--- src/rtl/gpio_chg_pkg.sv ---
package gpio_chg_pkg;

    localparam int ADDR_W   = 5;
    localparam int WORD_W   = 32;
    localparam int MAX_PINS = 32;
    localparam int SYNC_STAGES = 2;

    typedef enum logic [ADDR_W-1:0] {
        OFF_DIR   = 5'h00,
        OFF_DATA  = 5'h04,
        OFF_IEN   = 5'h08,
        OFF_CHG   = 5'h0C,
        OFF_WMASK = 5'h10,
        OFF_ITYPE = 5'h14
    } reg_off_e;

    typedef struct packed {
        logic              sel;
        logic              we;
        logic [ADDR_W-1:0] addr;
        logic [WORD_W-1:0] wdata;
    } bus_req_t;

    function automatic logic is_write(bus_req_t r, reg_off_e off);
        return r.sel && r.we && (r.addr == off);
    endfunction

    function automatic logic is_read(bus_req_t r);
        return r.sel && !r.we;
    endfunction

endpackage

--- src/rtl/gpio_pin_sync.sv ---
module gpio_pin_sync
    import gpio_chg_pkg::*;
#(
    parameter int N_PINS = 24
) (
    input  logic              clk,
    input  logic              rst,
    input  logic [N_PINS-1:0] raw_i,
    output logic [N_PINS-1:0] sync_o,
    output logic [N_PINS-1:0] edge_o
);
    localparam int DEPTH = SYNC_STAGES + 1;

    for (genvar p = 0; p < N_PINS; p++) begin : g_pin
        logic [DEPTH-1:0] stage_q;

        always_ff @(posedge clk) begin
            if (rst) begin
                stage_q <= '0;
            end else begin
                stage_q <= {stage_q[DEPTH-2:0], raw_i[p]};
            end
        end

        assign sync_o[p] = stage_q[SYNC_STAGES-1];
        assign edge_o[p] = stage_q[SYNC_STAGES-1] ^ stage_q[SYNC_STAGES];
    end

endmodule

--- src/rtl/gpio_change_cap.sv ---
module gpio_change_cap #(
    parameter int N_PINS = 24
) (
    input  logic              clk,
    input  logic              rst,
    input  logic [N_PINS-1:0] edge_i,
    input  logic [N_PINS-1:0] clr_i,
    output logic [N_PINS-1:0] chg_o
);
    logic [N_PINS-1:0] chg_q;

    for (genvar p = 0; p < N_PINS; p++) begin : g_bit
        always_ff @(posedge clk) begin
            if (rst) begin
                chg_q[p] <= 1'b0;
            end else if (edge_i[p]) begin
                chg_q[p] <= 1'b1;
            end else if (clr_i[p]) begin
                chg_q[p] <= 1'b0;
            end
        end
    end

    assign chg_o = chg_q;

endmodule

--- src/rtl/gpio_regbank.sv ---
module gpio_regbank
    import gpio_chg_pkg::*;
#(
    parameter int N_PINS = 24
) (
    input  logic              clk,
    input  logic              rst,
    input  bus_req_t          req_i,
    input  logic [N_PINS-1:0] sync_i,
    input  logic [N_PINS-1:0] chg_i,
    output logic [N_PINS-1:0] dir_o,
    output logic [N_PINS-1:0] dout_o,
    output logic [N_PINS-1:0] ien_o,
    output logic [N_PINS-1:0] wmask_o,
    output logic [N_PINS-1:0] clr_o,
    output logic [WORD_W-1:0] rdata_o
);
    logic [N_PINS-1:0] dir_q, dout_q, ien_q, wmask_q, itype_q;
    logic [N_PINS-1:0] wbits;
    logic [N_PINS-1:0] level;
    logic [N_PINS-1:0] rd_sel;
    logic [WORD_W-1:0] rdata_q;

    assign wbits = req_i.wdata[N_PINS-1:0];
    assign level = (dout_q & dir_q) | (sync_i & ~dir_q);

    always_ff @(posedge clk) begin
        if (rst) begin
            dir_q   <= '0;
            dout_q  <= '0;
            ien_q   <= '0;
            wmask_q <= '1;
            itype_q <= '0;
        end else begin
            if (is_write(req_i, OFF_DIR))   dir_q   <= wbits;
            if (is_write(req_i, OFF_DATA))  dout_q  <= (dout_q & ~wmask_q) | (wbits & wmask_q);
            if (is_write(req_i, OFF_IEN))   ien_q   <= wbits;
            if (is_write(req_i, OFF_WMASK)) wmask_q <= wbits;
            if (is_write(req_i, OFF_ITYPE)) itype_q <= wbits;
        end
    end

    assign clr_o = is_write(req_i, OFF_CHG) ? wbits : '0;

    always_comb begin
        case (req_i.addr)
            OFF_DIR:   rd_sel = dir_q;
            OFF_DATA:  rd_sel = level;
            OFF_IEN:   rd_sel = ien_q;
            OFF_CHG:   rd_sel = chg_i;
            OFF_WMASK: rd_sel = wmask_q;
            OFF_ITYPE: rd_sel = itype_q;
            default:   rd_sel = '0;
        endcase
    end

    always_ff @(posedge clk) begin
        if (rst) begin
            rdata_q <= '0;
        end else if (is_read(req_i)) begin
            rdata_q <= WORD_W'(rd_sel);
        end
    end

    assign dir_o   = dir_q;
    assign dout_o  = dout_q;
    assign ien_o   = ien_q;
    assign wmask_o = wmask_q;
    assign rdata_o = rdata_q;

endmodule

--- src/rtl/gpio_chg_ctrl.sv ---
module gpio_chg_ctrl
    import gpio_chg_pkg::*;
#(
    parameter int N_PINS = 24
) (
    input  logic              clk,
    input  logic              rst,
    input  logic              bus_sel,
    input  logic              bus_we,
    input  logic [4:0]        bus_addr,
    input  logic [31:0]       bus_wdata,
    output logic [31:0]       bus_rdata,
    input  logic [N_PINS-1:0] pin_in,
    output logic [N_PINS-1:0] pin_out,
    output logic [N_PINS-1:0] pin_oe,
    output logic              irq
);
    bus_req_t          req;
    logic [N_PINS-1:0] pin_sync;
    logic [N_PINS-1:0] pin_edge;
    logic [N_PINS-1:0] chg_bits;
    logic [N_PINS-1:0] clr_bits;
    logic [N_PINS-1:0] ien_bits;
    logic [N_PINS-1:0] wmask_bits;

    assign req = '{sel: bus_sel, we: bus_we, addr: bus_addr, wdata: bus_wdata};

    gpio_pin_sync #(.N_PINS(N_PINS)) u_sync (
        .clk    (clk),
        .rst    (rst),
        .raw_i  (pin_in),
        .sync_o (pin_sync),
        .edge_o (pin_edge)
    );

    gpio_change_cap #(.N_PINS(N_PINS)) u_cap (
        .clk    (clk),
        .rst    (rst),
        .edge_i (pin_edge),
        .clr_i  (clr_bits),
        .chg_o  (chg_bits)
    );

    gpio_regbank #(.N_PINS(N_PINS)) u_regs (
        .clk     (clk),
        .rst     (rst),
        .req_i   (req),
        .sync_i  (pin_sync),
        .chg_i   (chg_bits),
        .dir_o   (pin_oe),
        .dout_o  (pin_out),
        .ien_o   (ien_bits),
        .wmask_o (wmask_bits),
        .clr_o   (clr_bits),
        .rdata_o (bus_rdata)
    );

    assign irq = |(chg_bits & ien_bits);

endmodule

--- config.mk ---
export PLATFORM = sky130hd
export DESIGN_NAME = gpio_chg_ctrl
export DESIGN_NICKNAME = d
export VERILOG_FILES = /design/src/rtl/gpio_chg_pkg.sv /design/src/rtl/gpio_pin_sync.sv /design/src/rtl/gpio_change_cap.sv /design/src/rtl/gpio_regbank.sv /design/src/rtl/gpio_chg_ctrl.sv
export SDC_FILE = /design/constraint.sdc
export NUM_CORES = 1
export LEC_CHECK = 0
export BUFFER_PORTS_ARGS = -buffer_cell sky130_fd_sc_hd__buf_2
export CORE_ASPECT_RATIO = 2
export CORE_MARGIN = 1
export CORE_UTILIZATION = 25
export CTS_CLUSTER_DIAMETER = 50
export DETAILED_ROUTE_END_ITERATION = 12
export PLACE_DENSITY_LB_ADDON = 0.15
export SYNTH_ARGS = -nofsm -noshare
export SYNTH_HDL_FRONTEND = slang
export SYNTH_SLANG_ARGS = --single-unit
--- constraint.sdc ---
create_clock -name clk -period 2.3 [get_ports clk]
set_input_delay 0.23 -clock clk [delete_from_list [all_inputs] [get_ports clk]]
set_output_delay 0.23 -clock clk [all_outputs]
set_load 0.1 [all_outputs]
* Word level (Yosys, flattened, before mapping) *
Cells that the tools add are included.

word-level totals
  bits in registers = 240
  input port bits = 65
  output and inout port bits = 81
  word-level logic and storage cells = 177

cells by class
  equality and inequality tests = 5
  muxes and demuxes = 50
  bitwise gates (word level) = 33
  reductions and logical operators = 35

operators with widths
  operator              count
  $pmux W24 S6          1
  $and A24 B24 Y24      5
  $mux W1               48
  $not A24 Y24          2
  $or A24 B24 Y24       2
  $reduce_bool A2 Y1    24
  $mux W24              1
  $reduce_or A24 Y1     1
  $xor A1 B1 Y1         24
  $eq A5 B4 Y1 const B  2
  $eq A5 B5 Y1 const B  2
  $logic_and A1 B1 Y1   8
  $eq A5 B3 Y1 const B  1
  $logic_not A5 Y1      1
  $logic_not A1 Y1      1

* Depth between registers and ports, before layout *
Gate-level depths: netlist (run 1).

  word-level depth = 5
  mapped depth = 8
  depth with buffers taken out = 4

* Cells and area by module *
From an unflattened synthesis (run 1), not the netlist that was laid out.

second synthesis, totals
  cell total of the unflattened synthesis = 1,140
  area total of the unflattened synthesis = 10,352.4 sq um

by module, submodules not included
  module           instances  cells each  area an instance (sq um)  sequential area each (sq um)
  gpio_regbank     1          826         6,996.7                   2,882.8
  gpio_pin_sync    1          200         2,372.3                   1,441.4
  gpio_change_cap  1          98          863.3                     480.5
  gpio_chg_ctrl    1          16          120.1                     0.0

* Least setup slack after synthesis (run 1) *
Ideal clock, no wire load.

  kind = flip-flop to output port
  start = register u_regs.ien_q[0] (netlist: u_regs.ien_o[0])
  end = output irq
  data arrival time = 1,653 ps
  data required time = 2,070 ps
  slack = 417 ps
  cell stages (with the launch flop) = 4
  path buffers = 0
  path through = dfxtp_1 > a22o_1 > a221oi_1 > nand4_1

on the way
  longest elaborated chain between the ends = 2

ends and longest elaborated chain
  what                    RTL line             source
  from (decl)             gpio_regbank.sv:18   logic [N_PINS-1:0] dir_q, dout_q, ien_q, wmask_q, itype_q;
  from (signal assigned)  gpio_regbank.sv:37   if (is_write(req_i, OFF_IEN)) ien_q <= wbits;
  $and A24 B24 Y24        gpio_chg_ctrl.sv:58  assign irq = |(chg_bits & ien_bits);
  $reduce_or A24 Y1       gpio_chg_ctrl.sv:58
  to (decl)               gpio_chg_ctrl.sv:16  output logic irq

No other way between the ends.

* Worst setup path in the final report (run 1) *
  start = register u_regs.ien_q[5] (netlist: u_regs.ien_o[5])
  end = output irq

Same word-level chain as after synthesis.

==> results of run 1 <==
[worst max-delay path, delay by kind of cell, from the launching register on]
family	cells	cell delay (ns)
buf+inv	1	0.26
simple gates	3	0.56
flops	1	0.33
compound gates	1	0.24
[sequential cells by signal (all words and copies together) (netlist names), named ones only]
signal and count:
u_regs.itype_q 24, u_regs.rdata_o 24, u_sync.g_pin.stage_q 72, u_cap.chg_o 24
u_regs.wmask_o 24, u_regs.ien_o 24, u_regs.dir_o 24
[cell families after synthesis]
kind of cell           synth area share, %
AND/OR/NAND/NOR                      17.48
XOR/XNOR                             2.113
multiplexers                         8.755
flip-flops                           48.30
AO/OA/AOI/OAI                        17.84
buffers and inverters                5.472
other                              0.03770
[layer usage]
layer  share of wire, %  vias to the layer above
met5                  0                        -
met3                4.2                       40
met2                 54                      200
li1                   -                     4123
met4                2.9                        0
met1                 38                     4074
[layout make-up]
type,instances,area [sq um],area share (%)
clock inverter,9,80.08,0.6389
inverter,24,90.09,0.7187
sequential,240,4805,38.33
timing repair buffer,223,1546,12.34
antenna,3,7.507,0.05989
clock buffer,35,703.2,5.610
tap,525,656.9,5.241
multi-input combinational,751,4646,37.06
[stage by stage]
step                area, sq um  worst slack, ns  utilization, %  cells
floorplan                  9973           0.4174               -   1109
global placement          11250           0.2627           28.63   1716
detailed placement        11250           0.2347           28.63   1716
CTS                       12520          0.01672           31.85   1807
global route              12530         0.003114           31.89   1810
finish                    12530           0.1364           31.89   1810
[repair_timing]
| action | in CTS | in global routing |
|---|---|---|
| gates resized for setup | 3 | 2 |
| endpoints found under the setup margin | 1 | 1 |
| hold buffers | 47 | 0 |
| hold endpoints to repair | 90 | 0 |
[synth_stat cells, types with 2 or more instances]
| library cell | number | area [sq um] |
|---|---|---|
| and2_1 | 3 | 18.77 |
| o22ai_1 | 24 | 150.1 |
| nand4_1 | 4 | 25.02 |
| a22oi_1 | 10 | 75.07 |
| a221oi_1 | 4 | 35.03 |
| a221oi_2 | 21 | 315.3 |
| dfxtp_1 | 240 | 4805 |
| nand2b_1 | 2 | 12.51 |
| nor2_1 | 34 | 127.6 |
| o21ai_0 | 33 | 165.2 |
| a2bb2oi_1 | 24 | 210.2 |
| a21oi_1 | 129 | 645.6 |
| clkbuf_1 | 54 | 202.7 |
| buf_2 | 18 | 90.09 |
| nor2b_1 | 72 | 450.4 |
| nand2_1 | 167 | 626.9 |
| buf_6 | 6 | 67.56 |
| buf_1 | 7 | 26.28 |
| mux2i_1 | 87 | 870.8 |
| nand3b_1 | 6 | 45.04 |
| inv_1 | 24 | 90.09 |
| buf_4 | 9 | 67.56 |
| xnor2_1 | 24 | 210.2 |
| a211o_1 | 18 | 157.7 |
| nor3_1 | 17 | 85.08 |
| nand3_1 | 50 | 250.2 |
| nor3_2 | 2 | 20.02 |
| or3_1 | 2 | 12.51 |
[worst max-delay path by stage]
stage | startpoint | endpoint | slack, ns | depth (start not counted)
2_1_floorplan | u_regs.ien_o[0]$_SDFFE_PP0P_ | irq | 0.42 | 3
3_3_place_gp | bus_addr[4] | u_regs.rdata_o[22]$_SDFFE_PP0P_ | 0.26 | 7
3_5_place_dp | bus_addr[4] | u_regs.rdata_o[22]$_SDFFE_PP0P_ | 0.23 | 7
4_1_cts | u_regs.ien_o[5]$_SDFFE_PP0P_ | irq | 0.02 | 5
5_1_grt | u_regs.ien_o[5]$_SDFFE_PP0P_ | irq | 0.003 | 5
6_report | u_regs.ien_o[5]$_SDFFE_PP0P_ | irq | 0.14 | 5
[report_power, final]
part	internal [mW]	switching (mW)	total, mW
clock	2.25	1.76	4.00
sequential	4.25	0.0701	4.32
combinational	0.269	0.446	0.714
==> results.txt, run 1 <==
The flow ran to the end, and the final reports show no timing, DRC or antenna violations. Data on the critical path arrives at its endpoint at 1.93 ns. The total negative slack for setup checks came out at 0 ns.

The synthesized instance count is 1,102. The height of the die came out at 284.1 um. The register clock-pin slew on the reported worst setup and hold paths is 0.06 ns. The total global routing overflow is 0. The number of vias per cell is 4.661. Relative to the synthesized area, the layout overhead comes to 26.01%. The number of top-level pins came out at 146.

Clock tree synthesis selected as its root buffer the cell clkbuf_16. The final worst clock skew came out at 0.008618 ns. The cell area that synthesis handed to floorplanning was 9947 sq um. For this configuration, the core starts out at a cell density of 25.31%.

The worst-margin pin slew is 0.6573 ns. In the finished design, the share of the clock period the worst path needs comes to 94.07%. The later pin in the worst-skew pair is clocked with a latency of 0.54 ns. The area of the core region came out at 39,310 sq um. Routability-driven placement finished with a final weighted congestion of 0.8006. No sink is reached through more buffers than the 3 on the longest clock path. The worst setup path is captured at a primary output. The max-slew violation count was 0. The final-layout worst hold slack is 0.01656 ns. The slowest stage of the critical path belongs to the cell dfxtp_1. The total detailed-routing wirelength is 35,280 um. The remaining antenna violation count came out at 0. The max-capacitance violation count came out at 0. In this run, synthesis inferred 0 flip-flops with an integrated enable.

The final hold violation count came out at 0. In this run the mean area of a mapped cell was 9.026 sq um. Global routing used 19.64% of the available met1 tracks.

The final critical-path required period is 2.164 ns. The highest ir drop seen on vdd is 0.4979 mV. The via total after detailed routing came out at 8,437. Dividing total power by cell area gives a power density of 720.9 nW/um^2. The met2 capacity usage during global routing is 32.94%. Among all flip-flop cells after synthesis, the most frequent one is dfxtp_1. Leaving out fill and tap cells, the most frequent cell in the layout is dfxtp_1. The detailed placement HPWL is 24,580 um. The clock buffer count from CTS is 25. Setup repair after global routing left no endpoint under its margin. Counting cells, the worst reg-to-reg path comes to 4. The first-pass GRT wire length came out at 52,810 um. The register-to-register setup slack came out at 1.06 ns. Dividing the detail-routed wire length by the instance count gives 19.49 um. Buffers added to address setup during post-CTS repair amount to 0.

The via count of the first global-routing pass is 8,320. The net count of the finished layout is 1,330. The maximum clock frequency is 0.4622 GHz. TritonCTS built the clock tree. The maximum number of pins on one net before global-route repair came out at 84. The category of the critical setup timing path is flip-flop to primary output.

Headroom to the max-slew limit came out at 56.18%. The overall power consumption came out at 9.036 mW. The share of synthesized area occupied by flip-flops and latches came out at 48.30%.

In this run the critical register-to-register path is launched from u_regs.wmask_o[0]$_SDFFE_PP1P_. The initialized floorplan defines 103 standard-cell rows. The signal on the critical path passes through a22oi_1, nand4_1, nor2_2, nand4_1, buf_6. The layer flagged by global routing as most heavily used is met2. The first TritonRoute pass finished after 5 iterations. The deepest level of the CTS H-tree came out at 1. The highest net fanout along the worst path is 3. The async set-reset flop share out of synthesis is 0%. The worst hold path belongs to the class primary input to flip-flop.

The number of clock sinks seen by CTS came out at 240. The number of antenna violations at the first check in global routing came to 3. The launch instance of the worst min-delay path is bus_wdata[17]. The total routing usage reported by global routing is 17.50%.

The delay of the slowest cell on the worst path came out at 0.33 ns. The data required time of the worst path came out at 2.07 ns. The number of synthesis warnings came out at 0. For this run, design rule violations remaining after detail routing come to 0. The violation count after the first detailed-route iteration came out at 418. The share of post-route cells with drive strength above 1 came out at 18.95%. The count of buffers inserted at the top-level ports is 129. The worst hold path depth came out at 3.

In the layout the commonest cells are 240 x dfxtp_1, 167 x nand2_1, 129 x a21oi_1. The layout has 4,121 filler cells. The path with the worst hold slack has its endpoint at u_regs.ien_o[17]$_SDFFE_PP0P_. The width of the chip is 143.0 um. The global-route track usage on met3 came out at 1.904%. In this run, synthesis produced a sequential element count of 240. The post-synthesis cell type count is 39. The final-report setup violation count came out at 0. The most numerous cell type found on the critical path is nand4_1.

STA classifies the critical path startpoint as a flip-flop. The leakage dissipation is 4.611 nW. The die covers 40,640 sq um.
(Power assumes the default switching activity.)
==> run 2, diff against run 1 <==
--- a/config.mk
+++ b/config.mk
@@ -5,6 +5,7 @@
 export SDC_FILE = /design/constraint.sdc
 export NUM_CORES = 1
 export LEC_CHECK = 0
+export ABC_AREA = 1
 export BUFFER_PORTS_ARGS = -buffer_cell sky130_fd_sc_hd__buf_2
 export CORE_ASPECT_RATIO = 2
 export CORE_MARGIN = 1
==> run 2 against run 1 <==
- combinational power grew 41%
- global-route usage grew 0.57 points
- total power grew 8.6%
- largest power group is now clock
- final cell count grew 20%
==> results.txt, run 2 <==
The async set-reset flop share out of synthesis is 0%. The routability congestion estimate from global placement came out at 0.7682. The area share of the leading cell type in the synthesized netlist came out at 46.24%. The remaining antenna violation count is 0. The library cells used most frequently in the layout, excluding fill and tap cells, are 306 x nand2_1, 240 x dfxtp_1, 207 x nor2_1. The worst-case headroom to the max-slew limit came out at 62.03%. Clock latency on the worst-skew pair, taken at its later pin, is 0.56 ns. The clock passes through at most 3 buffers.

The number of flip-flops in the largest register came out at 72. The register bit count reported by yosys is 240. The largest total area in the synthesized netlist belongs to dfxtp_1.

On the critical path, the stage with the largest delay is an instance of buf_2. The portion of the clock cycle consumed by the worst path in the final layout came out at 92.21%. The delay of the slowest cell on the worst path came out at 0.45 ns.

The count of buffer and inverter cells on the critical path is 1. The highest ir drop seen on vdd is 0.4112 mV. The initialized floorplan defines 105 standard-cell rows. The max-slew violation count came out at 0. Once the clock tree was built, the setup fixing pass inserted 0 buffers. In the post-synthesis netlist, the cell with the most instances is nand2_1. The total detailed-routing wirelength came out at 38,420 um. The synthesized instance count came out at 1,480. Summing every instance area after synthesis gives 10,390 sq um.

The total DRC errors in the routed layout is 0. The number of antenna repair diodes is 0. The post-cts resize count is 0. By count the netlist is led by 306 x nand2_1, 240 x dfxtp_1, 209 x nor2_1. The number of flops mapped to enable cells by yosys is 0. Dividing the detail-routed wire length by the instance count gives 17.62 um. For this block, the via count after detailed routing is 9,809.

The number of antenna violations at the first check in global routing is 0. The clock net in this run drives a total of 240 sinks. The clock tree from TritonCTS is done. For this run, the register share of the synthesized area comes to 46.24%. The total global routing overflow came out at 0. The highest net fanout along the worst path came out at 3. The share of post-route cells with drive strength above 1 came out at 13.62%. Traced cell by cell, the critical path runs through nand2_1, nand4_1, nor2_1, nand3_1, buf_2. At the pin with the least slew margin, the transition time is 0.5695 ns. The violation count after the first detailed-route iteration came out at 407. The register clock-pin slew on the reported worst setup and hold paths is 0.06 ns. The mean instance size in the synthesized netlist came out at 7.020 sq um. The height of the die came out at 290.3 um. In this design, the largest share of critical-path delay is due to simple AND/OR/NAND/NOR gates.

The total routing usage reported by global routing came out at 18.06%. Across the run, the number of max-cap violations was 0. The final critical-path required period is 2.121 ns. The area of the core region is 40,990 sq um. The buffer cell driving the clock tree root is clkbuf_16. The count of buffers inserted at the top-level ports came out at 129. The min-delay analysis places its worst path in the category primary input to flip-flop. On the final layout, the worst hold slack is 0.01102 ns. Counting flops per register, the top entry is u_sync.g_pin.stage_q. Setup repair after global routing left no endpoint under its margin. Power spread over the standard cell area amounts to 758.0 nW/um^2. The critical path data arrival time came out at 1.89 ns.

The initial cell density of the core came out at 25.35%. The die area came out at 42,430 sq um. The final layout contains 1,692 nets. The clock buffer count from CTS is 27.

The final-report setup violation count is 0. The number of vias per cell came out at 4.500. The number of placed instances with taps included came out at 2,086. The width of the chip came out at 146.2 um. The number of iterations in the first detailed-routing pass is 5. Sorting the synthesized cells by area gives the leading types as dfxtp_1 46%, nand2_1 11%, nor2_1 7.6%. The element type at the critical path end is a primary output. The post-synthesis cell type count is 23. The first-pass GRT wire length came out at 58,040 um.

The total negative slack for setup checks came out at 0 ns. The maximum number of pins on one net before global-route repair came out at 105. The most used flip-flop cell after synthesis is dfxtp_1.

The final hold violation count was 0. Summing all non-filler instances in the final layout gives an area of 12,940 sq um. The via count of the first global-routing pass came out at 9,584. The number of synthesis warnings is 0.

Summed over all nets, the half-perimeter wirelength after detailed placement is 26,410 um. The maximum clock frequency is 0.4715 GHz. After detailed placement, the total cell area comes to 11,590 sq um.

The worst setup path is launched from a flip-flop. In this run the count of I/O pins placed on the die edge is 146. The worst setup slack after placement is 0.5007 ns. The deepest level of the CTS H-tree came out at 1.

The smallest setup slack after layout is 0.1793 ns. Summed over all cells, the static leakage comes to 5.810 nW. The area added between synthesis and finish came out at 24.59%. The quantity of hold-fixing buffers added after cts came out at 47.

The worst setup path is of the flip-flop to primary output kind. The data required time of the worst path is 2.07 ns. For the final database, setup skew stands at 0.008954 ns. The library cell used most frequently in the layout, excluding fill and tap cells, is nand2_1. The post-route non-filler standard cell count is 2,180. The run finished with clean final reports.
run 2: changes by cell type in the layout (fill, tap and decap cells not counted), sizes merged, moves of 15 or more:
| cell | previous run | this run |
|---|---|---|
| inv | 26 | 201 |
| o21ai | 33 | 108 |
| nand4 | 4 | 104 |
| a211o | 18 | 0 |
| mux2i | 87 | 0 |
| o22ai | 24 | 0 |
| a21oi | 129 | 114 |
| nor2 | 34 | 216 |
| nand2 | 167 | 306 |
| a221oi | 25 | 0 |
| nor2b | 72 | 0 |
| a2bb2oi | 24 | 0 |
| nor3 | 19 | 1 |
run 2: cells by family (layout without fill, tap and decap cells):
kind of cell	Yosys count	after routing	share of synthesized area, %
AO/OA/AOI/OAI	233	233	11.49
AND/OR/NAND/NOR	681	681	28.30
flip-flops	240	240	46.24
other	1	8	0.03609
XOR/XNOR	24	24	2.023
buffers and inverters	301	459	11.91
run 2: worst register-to-register path, stage by stage (launching register included):
cell     delay (ns)
dfxtp_1        0.45
inv_1          0.09
nand2_1        0.06
nand2_1        0.08
nand3_1        0.09
nand2_1        0.08
nor2_1         0.10
a21oi_1        0.06
run 2: worst paths after layout:
path / slack (ns) / endpoint / start / depth (start not counted)
setup / recovery: 0.18 / irq / u_cap.chg_o[1]$_SDFFE_PP0P_ / 5
hold / removal: 0.01 / u_cap.chg_o[1]$_SDFFE_PP0P_ / bus_wdata[1] / 4
hold reg to reg: 0.40 / u_sync.g_pin[4].stage_q[1]$_SDFF_PP0_ / u_sync.g_pin[4].stage_q[0]$_SDFF_PP0_ / 2
setup reg to reg: 1.18 / u_regs.rdata_o[14]$_SDFFE_PP0P_ / u_regs.dir_o[14]$_SDFFE_PP0P_ / 7
run 2: through the flow:
stage | utilization, % | total power, mW
after floorplan | - | 5.108
after global placement | 28.28 | 5.435
after detailed placement | 28.28 | 5.436
after CTS | 31.58 | 9.950
after global routing | 31.58 | 10.18
final | 31.58 | 9.812
run 2: report_power, final:
group          switching [mW]  internal, mW  total (mW)  leakage (nW)
clock                    1.91          2.52        4.42         0.431
sequential             0.0952          4.28        4.38          1.96
combinational           0.745         0.269        1.01          3.42
run 2: layout make-up:
cell class	instances	area (sq um)
Clock inverter	13	141.4
Tap cell	535	669.4
Timing Repair Buffer	211	1431
Fill cell	4552	28040
Sequential cell	240	4805
Multi-Input combinational cell	946	4400
Clock buffer	34	742.0
Inverter	201	755.7
run 2: metal layers:
metal  track usage, %  wire length [um]
met4            7.012              1302
met5                0                 0
met2            35.83             21330
met3            1.617              1339
met1            19.12             14450
==> run 3, diff against run 2 <==
--- a/config.mk
+++ b/config.mk
@@ -12,6 +12,7 @@
 export CORE_UTILIZATION = 25
 export CTS_CLUSTER_DIAMETER = 50
 export DETAILED_ROUTE_END_ITERATION = 12
+export MAX_ROUTING_LAYER = met4
 export PLACE_DENSITY_LB_ADDON = 0.15
 export SYNTH_ARGS = -nofsm -noshare
 export SYNTH_HDL_FRONTEND = slang
==> run 3 against run 2 <==
- core utilization unchanged
- via count up 0.34%
- flip-flop and latch count did not move
- maximum frequency hardly changed
- total power hardly changed
- clock skew about the same
- critical path depth unchanged
- worst setup slack worse by 0.0012 ns
- routed wire length is 0.15% higher
- final cell count did not move
- cell area unchanged
- register-to-register slack about the same
- critical path type unchanged
- critical endpoint unchanged
- highest routed layer unchanged
==> results.txt, run 3 (synthesis gave the netlist of run 2 again) <==
The root buffer cell chosen for the clock tree is clkbuf_16. The number of antenna repair diodes came out at 0. The clock reaches the later pin of the worst-skew pair after 0.57 ns. The share of post-route cells with drive strength above 1 came out at 13.62%. The first-pass GRT wire length is 57,950 um. The area of combinational cells with multiple inputs came out at 4400 sq um. The pre-antenna-repair detailed-routing pass consisted of 5 iterations.

Setup repair after global routing left no endpoint under its margin. The maximum clock frequency is 0.4713 GHz. The clock tree from TritonCTS is done.

The power per standard cell area is 757.4 nW/um^2. In this run the count of I/O pins placed on the die edge is 146. Setup violations remaining at the end of the flow were counted as 0.

The die area is 42,430 sq um. Counting flops per register, the top entry is u_sync.g_pin.stage_q. The area of the core region is 40,990 sq um. The post-route non-filler standard cell count is 2,180. The overall power consumption came out at 9.804 mW. The setup path with the least slack is of type flip-flop to primary output.

The number of antenna violations at the first check in global routing is 0. The deepest level of the CTS H-tree is 1. The routability congestion estimate from global placement came out at 0.7785. The worst-case headroom to the max-slew limit came out at 60.92%. The number of placed instances with taps included came out at 2,086. The number of vias per cell came out at 4.515. Summing all flip-flop and latch instances after layout gives 4805 sq um.

The number of flip-flops in the largest register came out at 72. The total global routing overflow is 0. The clock buffer count from CTS came out at 27.

The initial cell density of the core came out at 25.35%. In the routed design, unresolved DRC markers number 0. The worst setup path is captured at a primary output. Clock-pin slew was measured on the worst setup and hold paths at 0.06 ns. In the final routed layout, each cell accounts on average for 17.65 um. The count of buffers inserted at the top-level ports came out at 129. The final hold violation count is 0.

Summed over all cells, the static leakage comes to 5.810 nW. The critical path data arrival time is 1.89 ns. For the final routed database, the setup TNS stands at 0 ns.

The violation count after the first detailed-route iteration is 375. Leaving out fill and tap cells, the most frequent cells in the layout are 306 x nand2_1, 240 x dfxtp_1, 207 x nor2_1. The tool flagged a number of max-cap violations equal to 0.

The max-slew violation count is 0. The tree built by TritonCTS fans out to 240 sinks. The final critical path takes up 92.26% of the cycle. Counting I/O delays and the setup requirement, the final critical path takes 2.122 ns. Post-CTS timing repair inserted 0 buffers for setup. The worst-margin pin slew is 0.5862 ns. The final worst clock skew came out at 0.008684 ns. Leaving out fill and tap cells, the most frequent cell in the layout is nand2_1. The total detailed-routing wirelength is 38,480 um. The standard-cell row count came out at 105.

The flow ran to the end, and the final reports show no timing, DRC or antenna violations. The filler cells instantiated in the layout total 4,552. The via count of the first global-routing pass is 9,580. The data required time of the worst path came out at 2.07 ns. The number of buffers and inverters on the critical path is 1.

The maximum number of pins on one net before global-route repair is 105. The area added between synthesis and finish came out at 24.59%. The final core area utilization came out at 31.58%. The maximum buffer depth of the clock tree came out at 3.

The critical path goes through nand2_1, nand4_1, nor2_1, nand3_1, buf_2. The register-to-register setup slack is 1.18 ns. In this run the worst path has a maximum fanout of 3. The critical path's top delay family is simple AND/OR/NAND/NOR gates.

From left edge to right edge, the die measures 146.2 um. The detailed placement HPWL came out at 26,410 um. The worst setup path is launched from a flip-flop.

The highest ir drop seen on vdd is 0.4113 mV. The via total after detailed routing came out at 9,842. In this run the worst hold path is classified as primary input to flip-flop. The delay of the slowest cell on the worst path came out at 0.45 ns. The height of the die is 290.3 um. The remaining antenna violation count came out at 0. In the final design database the tool counted 1,692 nets. The critical-path cell with the highest stage delay is buf_2. The total routing usage reported by global routing came out at 18.57%.
run 3: cell counts in the layout (fill, tap and decap cells not counted):
No cell type changed its count.
run 3: final timing paths:
check                                                            from  cells after the start                                    end
worst max-delay path                      u_cap.chg_o[1]$_SDFFE_PP0P_                      5                                    irq
worst min-delay path                                     bus_wdata[1]                      4            u_cap.chg_o[1]$_SDFFE_PP0P_
worst max register to register          u_regs.dir_o[13]$_SDFFE_PP0P_                      7        u_regs.rdata_o[13]$_SDFFE_PP0P_
worst min register to register  u_sync.g_pin[4].stage_q[0]$_SDFF_PP0_                      2  u_sync.g_pin[4].stage_q[1]$_SDFF_PP0_
run 3: area by class of cell:
cell class                 instances  area share [%]
clock buffer                      34           5.732
clock inverter                    13           1.092
inverter                         201           5.838
multi-input combinational        946           33.99
sequential                       240           37.12
tap                              535           5.171
timing repair buffer             211           11.06
run 3: report_power, final:
part / leakage, nW / total (mW) / internal [mW] / switching, mW
sequential: 1.96 / 4.38 / 4.28 / 0.0952
combinational: 3.42 / 1.02 / 0.269 / 0.746
clock: 0.431 / 4.41 / 2.52 / 1.90
total: 5.81 / 9.80 / 7.06 / 2.74
run 3: through the flow:
stage / cell area (sq um) / hold WS, ns / setup slack, ns
4_1_cts: 12940 / 0.005296 / 0.1499
2_1_floorplan: 10420 / 0.3370 / 0.7196
3_5_place_dp: 11590 / 0.3924 / 0.5007
5_1_grt: 12940 / 0.02798 / 0.1377
6_report: 12940 / 0.007210 / 0.1780
3_3_place_gp: 11590 / 0.3902 / 0.5081
run 3: timing repair:
action	4_1_cts	5_1_grt
resized for setup	0	0
hold endpoints to repair	67	0
hold buffers	47	0
run 3: per-layer routing:
layer  track usage (%)  share of wire [%]  up-vias
met4             7.012                3.5        0
met5                 -                  0        -
met1             19.08                 37     4531
li1                  -                  -     4987
met3             1.633                3.7       71
met2             35.78                 56      253
run 3: tightest hold or removal path, stage by stage:
cell,delay [ns]
buf_2,0.13
nand2_1,0.06
nand2_1,0.05
a21oi_1,0.05
